File: config.mk
export PLATFORM = sky130hd
export DESIGN_NAME = dwd_top
export DESIGN_NICKNAME = d
export VERILOG_FILES = /design/src/rtl/dwd_pkg.sv /design/src/rtl/dwd_cfg_regs.sv /design/src/rtl/dwd_win_match.sv /design/src/rtl/dwd_prio_sel.sv /design/src/rtl/dwd_top.sv
export SDC_FILE = /design/constraint.sdc
export NUM_CORES = 1
export LEC_CHECK = 0
export ABC_AREA = 1
export BUFFER_PORTS_ARGS = -buffer_cell sky130_fd_sc_hd__buf_2
export CAP_MARGIN = 20
export CORE_ASPECT_RATIO = 2
export CORE_MARGIN = 2
export CORE_UTILIZATION = 55
export CTS_CLUSTER_SIZE = 28
export DETAILED_ROUTE_END_ITERATION = 12
export PLACE_DENSITY = 0.75
export SYNTH_ARGS = -nofsm -noshare
export SYNTH_HDL_FRONTEND = slang
export SYNTH_HIERARCHICAL = 1
export SYNTH_SLANG_ARGS = --single-unit
File: constraint.sdc
create_clock -name clk -period 4.2 [get_ports clk]
set_clock_uncertainty 0.2 [all_clocks]
set_input_delay 0.42 -clock clk [delete_from_list [all_inputs] [get_ports clk]]
set_output_delay 0.42 -clock clk [all_outputs]
set_load 0.005 [all_outputs]
File: src/rtl/dwd_pkg.sv
package dwd_pkg;
  localparam int unsigned GRAN_SHIFT = 16;
  localparam int unsigned ATTR_LSB   = 8;
  localparam int unsigned PERM_LSB   = 16;
  localparam int unsigned CTRL_IDX   = 0;
  localparam int unsigned BYP_IDX    = 1;
  localparam int unsigned WIN_IDX0   = 2;

  // Decode an active-low one-hot chip-select nibble
  function automatic logic [3:0] cs_decode(input logic [7:0] attr);
    logic [3:0] inv;
    inv = ~attr[3:0];
    return ($countones(inv) == 1) ? inv : 4'b0000;
  endfunction
endpackage

File: src/rtl/dwd_cfg_regs.sv
module dwd_cfg_regs #(
  parameter int unsigned NUM_WIN = 8,
  parameter int unsigned DATA_W  = 32,
  parameter int unsigned REG_AW  = 5
) (
  input  logic              clk,
  input  logic              rst_n,
  input  logic              cfg_we,
  input  logic [REG_AW-1:0] cfg_addr,
  input  logic [DATA_W-1:0] cfg_wdata,
  output logic [DATA_W-1:0] ctrl_q,
  output logic [DATA_W-1:0] byp_q,
  output logic [DATA_W-1:0] base_q [NUM_WIN],
  output logic [DATA_W-1:0] mask_q [NUM_WIN]
);
  import dwd_pkg::*;

  logic ctrl_en, byp_en;
  logic [DATA_W-1:0] ctrl_d, byp_d;

  always_comb begin
    ctrl_en = cfg_we && (cfg_addr == REG_AW'(CTRL_IDX));
    byp_en  = cfg_we && (cfg_addr == REG_AW'(BYP_IDX));
    ctrl_d  = cfg_wdata;
    byp_d   = cfg_wdata;
  end

  always_ff @(posedge clk or negedge rst_n) begin
    if (!rst_n) begin
      ctrl_q <= '0;
      byp_q  <= '0;
    end else begin
      if (ctrl_en) ctrl_q <= ctrl_d;
      if (byp_en)  byp_q  <= byp_d;
    end
  end

  for (genvar i = 0; i < NUM_WIN; i++) begin : g_win
    logic base_en, mask_en;
    always_comb begin
      base_en = cfg_we && (cfg_addr == REG_AW'(WIN_IDX0 + 2*i));
      mask_en = cfg_we && (cfg_addr == REG_AW'(WIN_IDX0 + 2*i + 1));
    end
    always_ff @(posedge clk or negedge rst_n) begin
      if (!rst_n) begin
        base_q[i] <= '0;
        mask_q[i] <= '0;
      end else begin
        if (base_en) base_q[i] <= cfg_wdata;
        if (mask_en) mask_q[i] <= cfg_wdata;
      end
    end
  end
endmodule

File: src/rtl/dwd_win_match.sv
module dwd_win_match #(
  parameter int unsigned ADDR_W = 32,
  parameter int unsigned LO     = 16
) (
  input  logic              en,
  input  logic [1:0]        perm,
  input  logic [ADDR_W-1:0] base,
  input  logic [ADDR_W-1:0] mask,
  input  logic [ADDR_W-1:0] addr,
  input  logic              wr,
  output logic              match
);
  logic [ADDR_W-LO-1:0] diff;
  logic                 allowed;

  always_comb begin
    diff    = (addr[ADDR_W-1:LO] ^ base[ADDR_W-1:LO]) & ~mask[ADDR_W-1:LO];
    allowed = wr ? perm[1] : perm[0];
    match   = en && allowed && (diff == '0);
  end
endmodule

File: src/rtl/dwd_prio_sel.sv
module dwd_prio_sel #(
  parameter int unsigned NUM_WIN = 8,
  localparam int unsigned IDX_W  = (NUM_WIN > 1) ? $clog2(NUM_WIN) : 1
) (
  input  logic [NUM_WIN-1:0] req,
  output logic               any,
  output logic [IDX_W-1:0]   idx
);
  always_comb begin
    any = 1'b0;
    idx = '0;
    for (int i = NUM_WIN - 1; i >= 0; i--) begin
      if (req[i]) begin
        any = 1'b1;
        idx = IDX_W'(i);
      end
    end
  end
endmodule

File: src/rtl/dwd_top.sv
module dwd_top #(
  parameter int unsigned NUM_WIN = 8,
  parameter int unsigned ADDR_W  = 32,
  localparam int unsigned REG_AW = $clog2(2 + 2*NUM_WIN),
  localparam int unsigned IDX_W  = (NUM_WIN > 1) ? $clog2(NUM_WIN) : 1
) (
  input  logic              clk,
  input  logic              rst_n,
  input  logic              cfg_we,
  input  logic [REG_AW-1:0] cfg_addr,
  input  logic [ADDR_W-1:0] cfg_wdata,
  input  logic              req_valid,
  input  logic [ADDR_W-1:0] req_addr,
  input  logic              req_write,
  output logic              hit,
  output logic [IDX_W-1:0]  win_idx,
  output logic [7:0]        win_attr,
  output logic [3:0]        cs_sel,
  output logic              dec_err
);
  import dwd_pkg::*;

  logic [ADDR_W-1:0]    ctrl_q, byp_q;
  logic [ADDR_W-1:0]    base_q [NUM_WIN];
  logic [ADDR_W-1:0]    mask_q [NUM_WIN];
  logic [NUM_WIN-1:0]   win_en;
  logic [2*NUM_WIN-1:0] win_perm;
  logic [NUM_WIN-1:0]   win_match;
  logic                 sel_any;
  logic [IDX_W-1:0]     sel_idx;
  logic                 byp_act;

  dwd_cfg_regs #(.NUM_WIN(NUM_WIN), .DATA_W(ADDR_W), .REG_AW(REG_AW)) u_regs (
    .clk(clk), .rst_n(rst_n), .cfg_we(cfg_we), .cfg_addr(cfg_addr),
    .cfg_wdata(cfg_wdata), .ctrl_q(ctrl_q), .byp_q(byp_q),
    .base_q(base_q), .mask_q(mask_q)
  );

  always_comb begin
    win_en   = ctrl_q[NUM_WIN-1:0];
    win_perm = ctrl_q[PERM_LSB +: 2*NUM_WIN];
    byp_act  = (byp_q != '0);
  end

  for (genvar i = 0; i < NUM_WIN; i++) begin : g_cmp
    dwd_win_match #(.ADDR_W(ADDR_W), .LO(GRAN_SHIFT)) u_match (
      .en(win_en[i]), .perm(win_perm[2*i +: 2]), .base(base_q[i]),
      .mask(mask_q[i]), .addr(req_addr), .wr(req_write),
      .match(win_match[i])
    );
  end

  dwd_prio_sel #(.NUM_WIN(NUM_WIN)) u_prio (
    .req(win_match), .any(sel_any), .idx(sel_idx)
  );

  always_comb begin
    hit      = 1'b0;
    win_idx  = '0;
    win_attr = '0;
    if (req_valid) begin
      if (byp_act) begin
        hit      = 1'b1;
        win_attr = byp_q[ATTR_LSB +: 8];
      end else if (sel_any) begin
        hit      = 1'b1;
        win_idx  = sel_idx;
        win_attr = base_q[sel_idx][ATTR_LSB +: 8];
      end
    end
    cs_sel  = hit ? cs_decode(win_attr) : 4'b0000;
    dec_err = req_valid && !hit;
  end
endmodule

# Yosys cells after proc, flatten, opt, wreduce, memory -nomap -nowiden
# Index checks and enable logic that the tools add are counted.
[word_totals] register_bits=576 latchBits=0 mem_bits_rw=0 mem_bits_ro=0 input_bits=74 out_inout_bits=17 elab_cells=150 memories=0
[op_classes] add_sub_neg=3 n_mul=0 div_mod_pow=0 magnitude_cmp=1 eq_ne=18 shift=0 muxes=38 bitwise_logic=26 n_reduce_logical=46
[op_table] cell="AND 16 bit" n=8
[op_table] cell="logical NOT 16 bit" n=8
[op_table] cell="inverter 16 bit" n=8
[op_table] cell="XOR 16 bit" n=8
[op_table] cell="binary-select mux 32 bit (select 3 bit)" n=1
[op_table] cell="== test 5 x 4 -> 1 bit (second input constant)" n=8
[op_table] cell="logical AND 1 bit" n=35
[op_table] cell="two-way mux 3 bit" n=11
[op_table] cell="two-way mux 16 bit" n=2
[op_table] cell="nonzero test 32 bit" n=1
[op_table] cell="two-way mux 8 bit" n=3
[op_table] cell="== test 5 x 3 -> 1 bit (second input constant)" n=4
[op_table] cell="two-way mux 1 bit" n=19
[op_table] cell="== test 5 x 2 -> 1 bit (second input constant)" n=2
[op_table] cell="== test 5 bit (second input constant)" n=2
[op_table] cell="two-way mux 4 bit" n=2
[op_table] cell="== test 5 x 1 -> 1 bit (second input constant)" n=1
[op_table] cell="logical NOT 5 bit" n=1
[op_table] cell="adder 1 x 1 -> 2 bit" n=2
[op_table] cell=">= comparator 4 bit (second input constant)" n=1
[op_table] cell="inverter 3 -> 4 bit" n=1
[op_table] cell="inverter 4 bit" n=1
[op_table] cell="adder 2 x 2 -> 3 bit" n=1
[op_table] cell="== test 3 x 1 -> 1 bit (second input constant)" n=1
[op_table] cell="logical NOT 1 bit" n=1

# Logic depth before layout (Yosys ltp)
[depth] depth_word=25 mapped_depth=31 ltp_nobuf=30

# By module
# The synthesis kept the hierarchy.
[by_module_without_submodules] module="dwd_cfg_regs" instances=1 cells_per_inst=2600 area_each_um2=22955.8 seq_area_each_um2=14413.8
[by_module_without_submodules] module="dwd_win_match" instances=8 cells_per_inst=93 area_each_um2=392.9 seq_area_each_um2=0.0
[by_module_without_submodules] module="dwd_top" instances=1 cells_per_inst=231 area_each_um2=1061.0 seq_area_each_um2=0.0
[by_module_without_submodules] module="dwd_prio_sel" instances=1 cells_per_inst=22 area_each_um2=98.8 seq_area_each_um2=0.0

# Least setup slack after synthesis
# No wires, ideal clock.
[synth_path] kind="input-to-output" from="input port req_addr[21]" to="output port cs_sel[1]" arrival_time_ns=3.599 required_ns=3.580 slack_ns=-0.019 stages=27 n_path_buf=2 path_cell_list="or2_0 -> nand2_1 -> nand2_1 -> nor2_2 -> nand3_1 -> nor2_1 -> inv_1 -> nand2_1 -> nand2_1 -> nand2_1 -> nand2_1 -> a21oi_1 -> buf_6 -> buf_6 -> o21ai_0 -> o21ai_0 -> nand2_1 -> nand2_1 -> nand3_1 -> nand2_1 -> nand2_1 -> fa_1 -> ha_1 -> ha_1 -> nor3b_1 -> nand3_1 -> a21oi_1"
[synth_between] word_cells_on_any_way=65 cone_classes="add/sub: 3; eq/ne: 1; mux: 27; bitwise: 18; reduce/logical: 16"
[synth_lines] item="start, declared" line_no="dwd_top.sv:13" rtl="input logic [ADDR_W-1:0] req_addr,"
[synth_lines] item="XOR 16 bit (*)" line_no="dwd_win_match.sv:17" rtl="diff = (addr[ADDR_W-1:LO] ^ base[ADDR_W-1:LO]) & ~mask[ADDR_W-1:LO];"
[synth_lines] item="AND 16 bit (*)" line_no="dwd_win_match.sv:17"
[synth_lines] item="logical NOT 16 bit (*)" line_no="dwd_win_match.sv:19" rtl="match = en && allowed && (diff == '0);"
[synth_lines] item="logical AND 1 bit (*)" line_no="dwd_win_match.sv:19"
[synth_lines] item="named net win_match[5]" line_no="dwd_top.sv:28" rtl="logic [NUM_WIN-1:0] win_match;"
[synth_lines] item="two-way mux 3 bit (*) (6 in a row)" line_no="dwd_prio_sel.sv:13" rtl="if (req[i]) begin"
[synth_lines] item="named net sel_idx[0]" line_no="dwd_top.sv:30" rtl="logic [IDX_W-1:0] sel_idx;"
[synth_lines] item="inverter 3 -> 4 bit (implied by the code) (*)" line_no="dwd_top.sv:68" rtl="win_attr = base_q[sel_idx][ATTR_LSB +: 8];"
[synth_lines] item="[4 not listed]"
[synth_lines] item="two-way mux 8 bit (*)" line_no="dwd_top.sv:62" rtl="if (byp_act) begin"
[synth_lines] item="two-way mux 8 bit (*)" line_no="dwd_top.sv:61" rtl="if (req_valid) begin"
[synth_lines] item="inverter 4 bit (*)" line_no="dwd_pkg.sv:12" rtl="inv = ~attr[3:0];"
[synth_lines] item="adder 1 x 1 -> 2 bit (implied by the code)" line_no="dwd_pkg.sv:13" rtl="return ($countones(inv) == 1) ? inv : 4'b0000;"
[synth_lines] item="adder 2 x 2 -> 3 bit (implied by the code)" line_no="dwd_pkg.sv:13"
[synth_lines] item="== test 3 x 1 -> 1 bit" line_no="dwd_pkg.sv:13"
[synth_lines] item="two-way mux 4 bit (*)" line_no="dwd_pkg.sv:13"
[synth_lines] item="two-way mux 4 bit (*)" line_no="dwd_top.sv:71" rtl="cs_sel = hit ? cs_decode(win_attr) : 4'b0000;"
[synth_lines] item="end, declared" line_no="dwd_top.sv:18" rtl="output logic [3:0] cs_sel,"
# Mark *: on every way through the listed nets, which the timed path passes. The rest lies on a longest branch. The select of a mux whose other input is x is not followed.

# Worst setup path after layout
[layout_path] from="register u_regs/base_q[85] in the netlist's numbering" to="output port cs_sel[1]"
[layout_between] elab_chain_cells=23 word_cells_on_any_way=33 cone_classes="add/sub: 3; eq/ne: 1; mux: 23; bitwise: 4; reduce/logical: 2"
[layout_lines] item="start, declared" line_no="dwd_cfg_regs.sv:13" rtl="output logic [DATA_W-1:0] base_q [NUM_WIN],"
[layout_lines] item="start signal, assigned by index" line_no="dwd_cfg_regs.sv:49" rtl="if (base_en) base_q[i] <= cfg_wdata;"
[layout_lines] item="XOR 16 bit (*)" line_no="dwd_win_match.sv:17"
[layout_lines] item="AND 16 bit (*)" line_no="dwd_win_match.sv:17"
[layout_lines] item="logical NOT 16 bit (*)" line_no="dwd_win_match.sv:19"
[layout_lines] item="logical AND 1 bit (*)" line_no="dwd_win_match.sv:19"
[layout_lines] item="named net win_match[5]" line_no="dwd_top.sv:28"
[layout_lines] item="two-way mux 3 bit (*) (6 in a row)" line_no="dwd_prio_sel.sv:13"
[layout_lines] item="named net sel_idx[0]" line_no="dwd_top.sv:30"
[layout_lines] item="inverter 3 -> 4 bit (implied by the code) (*)" line_no="dwd_top.sv:68"
[layout_lines] item="[4 not listed]"
[layout_lines] item="two-way mux 8 bit (*)" line_no="dwd_top.sv:62"
[layout_lines] item="two-way mux 8 bit (*)" line_no="dwd_top.sv:61"
[layout_lines] item="inverter 4 bit (*)" line_no="dwd_pkg.sv:12"
[layout_lines] item="adder 1 x 1 -> 2 bit (implied by the code)" line_no="dwd_pkg.sv:13"
[layout_lines] item="adder 2 x 2 -> 3 bit (implied by the code)" line_no="dwd_pkg.sv:13"
[layout_lines] item="== test 3 x 1 -> 1 bit" line_no="dwd_pkg.sv:13"
[layout_lines] item="two-way mux 4 bit (*)" line_no="dwd_pkg.sv:13"
[layout_lines] item="two-way mux 4 bit (*)" line_no="dwd_top.sv:71"
# Marks and branches as above.

==> impl_metrics.ini <==
[clock_network]
cts_max_level = 2
root_buffer = clkbuf_16
clockBufferDepth = 3
cts_sinks = 376
insertion_delay_ps = 540
cts_buffers = 35
cts_tree = yes
clk_pin_slew_ps = 70

[timing]
rsz0062_at_grt = true
hold_violations = 0
min_period_ps = 5060
slew_headroom_pct = 27.2
setup_viol = 6
setup_ws_ps = -859
tightestPinTransition_ps = 1090
fmax_mhz = 198
final.period_utilization_pct = 120
maxSlewViolCount = 0
fin_setup_tns_ps = -3500

[placement]
io_buffers = 74
place_area_um2 = 20700
post-place-ws_ps = -881
dp_hpwl_um = 41500
gp_congestion = 0.949

[drt]
drt_iter0_drc = 1500
drc = 0
wl_met2_um = 31200
first_pass_iters = 6
wl_per_cell_um = 19.6
dr_total_vias = 18400
routed_via_density = 5.63
ant_nets = 0
drt-met1-wl_um = 21700
wl_met3_um = 4990
wirelength_um = 64000
routed.top_layer = met5

[setup_path]
max_stage_delay_ps = 550
cp-end-kind = primary output
r2r_slack_ps = 3140
cp_max_fo = 8
cp_common_cell = nand2_1
critPathBufInv = 3
crit_type = reg -> out
cp_data_required_time_ps = 3580
r2r.worst_path.cells = 3
r2r_end = u_regs/base_q[80]
cp.arrival_ps = 4440
reg2reg_from = u_regs/base_q[80]
crit_family = simple AND/OR/NAND/NOR gates
worstSetupStartpointType = flip-flop
cp_slowest_cell = fa_1

[flow_run]
maxCapViolations = 0

[hold_path]
min_to = u_regs/base_q[174]
min_from = cfg_wdata[14]
holdPathStages = 3
hold_path.class = in -> reg

[final_layout]
fin_nets = 2867
fillerInstances = 3072
stdcell_area_um2 = 22200
layout-drive-gt1-share_pct = 13.0
syn_to_final_growth_pct = 13.1
final_util_pct = 63.3

[run_status]
violations = setup timing
status = complete, but fails checks

[global_route]
grt_max_degree = 123
grt_pass1_vias = 18300
grt_overflow = 0
antenna_found_initial = 5
grt_pass1_wl_um = 100000
grt_usage_pct = 35.4

[power]
ir_worst_vdd_uv = 385
p_leak_nw = 12.1
powerDensity_nw_per_um2 = 459

[die]
die_w_um = 138
num_rows = 97
io_pins = 91
coreArea_um2 = 35100
dieArea_um2 = 37300
initial_core_util_pct = 55.9
die_h_um = 271

[logic_synthesis]
yosys_warnings = 6
syn-instance-count = 2773
syn_area_per_cell_um2 = 7.08
syn_nets = 2850
syn-cell-area_um2 = 19600
[report_power, final]
| group | switching, mW | internal [mW] | leakage, nW |
|---|---|---|---|
| logic | 1.28 | 0.762 | 6.68 |
| registers | 0.437 | 4.29 | 4.88 |
| clock network | 1.45 | 1.97 | 0.590 |
| total | 3.16 | 7.02 | 12.1 |
[stage by stage]
step	cells	hold slack [ps]	power [mW]
after floorplan	2773	-75.6	5.93
after global placement	3187	245	6.62
after detailed placement	3187	253	6.73
after CTS	3260	29.0	10.2
after global routing	3265	38.2	10.7
final	3265	37.4	10.2
[worst max path at each step]
| stage | startpoint | end | slack (ps) | cells past startpoint |
|---|---|---|---|---|
| after floorplan | req_addr[21] | cs_sel[1] | 20 | 27 |
| after global placement | req_addr[31] | cs_sel[1] | -830 | 27 |
| after detailed placement | req_addr[29] | cs_sel[1] | -880 | 30 |
| after CTS | u_regs/base_q[25] | cs_sel[1] | -800 | 28 |
| after global routing | u_regs/base_q[80] | cs_sel[1] | -1220 | 30 |
| final | u_regs/base_q[85] | cs_sel[1] | -860 | 27 |
[registers in the layout, indices dropped and copies added (netlist names)]
| register | count |
|---|---|
| u_regs/mask_q | 128 |
| u_regs/base_q | 192 |
| u_regs/byp_q | 32 |
| u_regs/ctrl_q | 24 |
[layout by cell type, fill, tap and decap left out, types with 3 or more instances in the layout]
master and count:
a21oi_1 39, buf_12 9, buf_2 73, buf_4 127, bufinv_16 5, clkbuf_1 6
clkbuf_16 35, clkbuf_8 6, clkinv_2 4, dfrtp_1 376, diode_2 4, dlygate4sd3_1 9
inv_1 214, inv_2 7, inv_6 3, nand2_1 1116, nand2_2 24, nand3_1 411
nand3_2 14, nand3b_1 16, nand4_1 41, nor2_1 148, nor2_2 29, nor2_4 13
nor3_1 9, o21ai_0 17, o21ai_1 21, or2_0 24
[layer usage]
metal,track usage (%),vias up
met5,0,-
met4,28.6,2
met3,5.90,268
met2,58.1,886
met1,40.0,8645
li1,-,8595
[worst register-to-register path, stage by stage (launching register included)]
cell     delay (ps)
dfrtp_1         410
buf_4           150
nand2_1         100
nand2_1          90
[cell type report]
class	instances	area [µm²]	area share [%]
sequential	376	9410	42.4
multi-input combinational	1934	8550	38.5
timing repair buffer	220	1620	7.29
clock buffer	47	981	4.42
inverter	223	847	3.82
tap	445	557	2.51
clock inverter	16	229	1.03
antenna	4	10.0	0.0451
[what timing repair did]
| item | CTS | global route |
|---|---|---|
| hold buffers | 9 | 0 |
| resized for setup | 34 | 20 |
| setup buffers | 2 | 1 |
| setup endpoints to repair | 8 | 9 |
| endpoints found under the hold margin | 130 | 0 |
| pin swaps | 16 | 13 |
No activity file was read; power rests on OpenSTA's default activity.
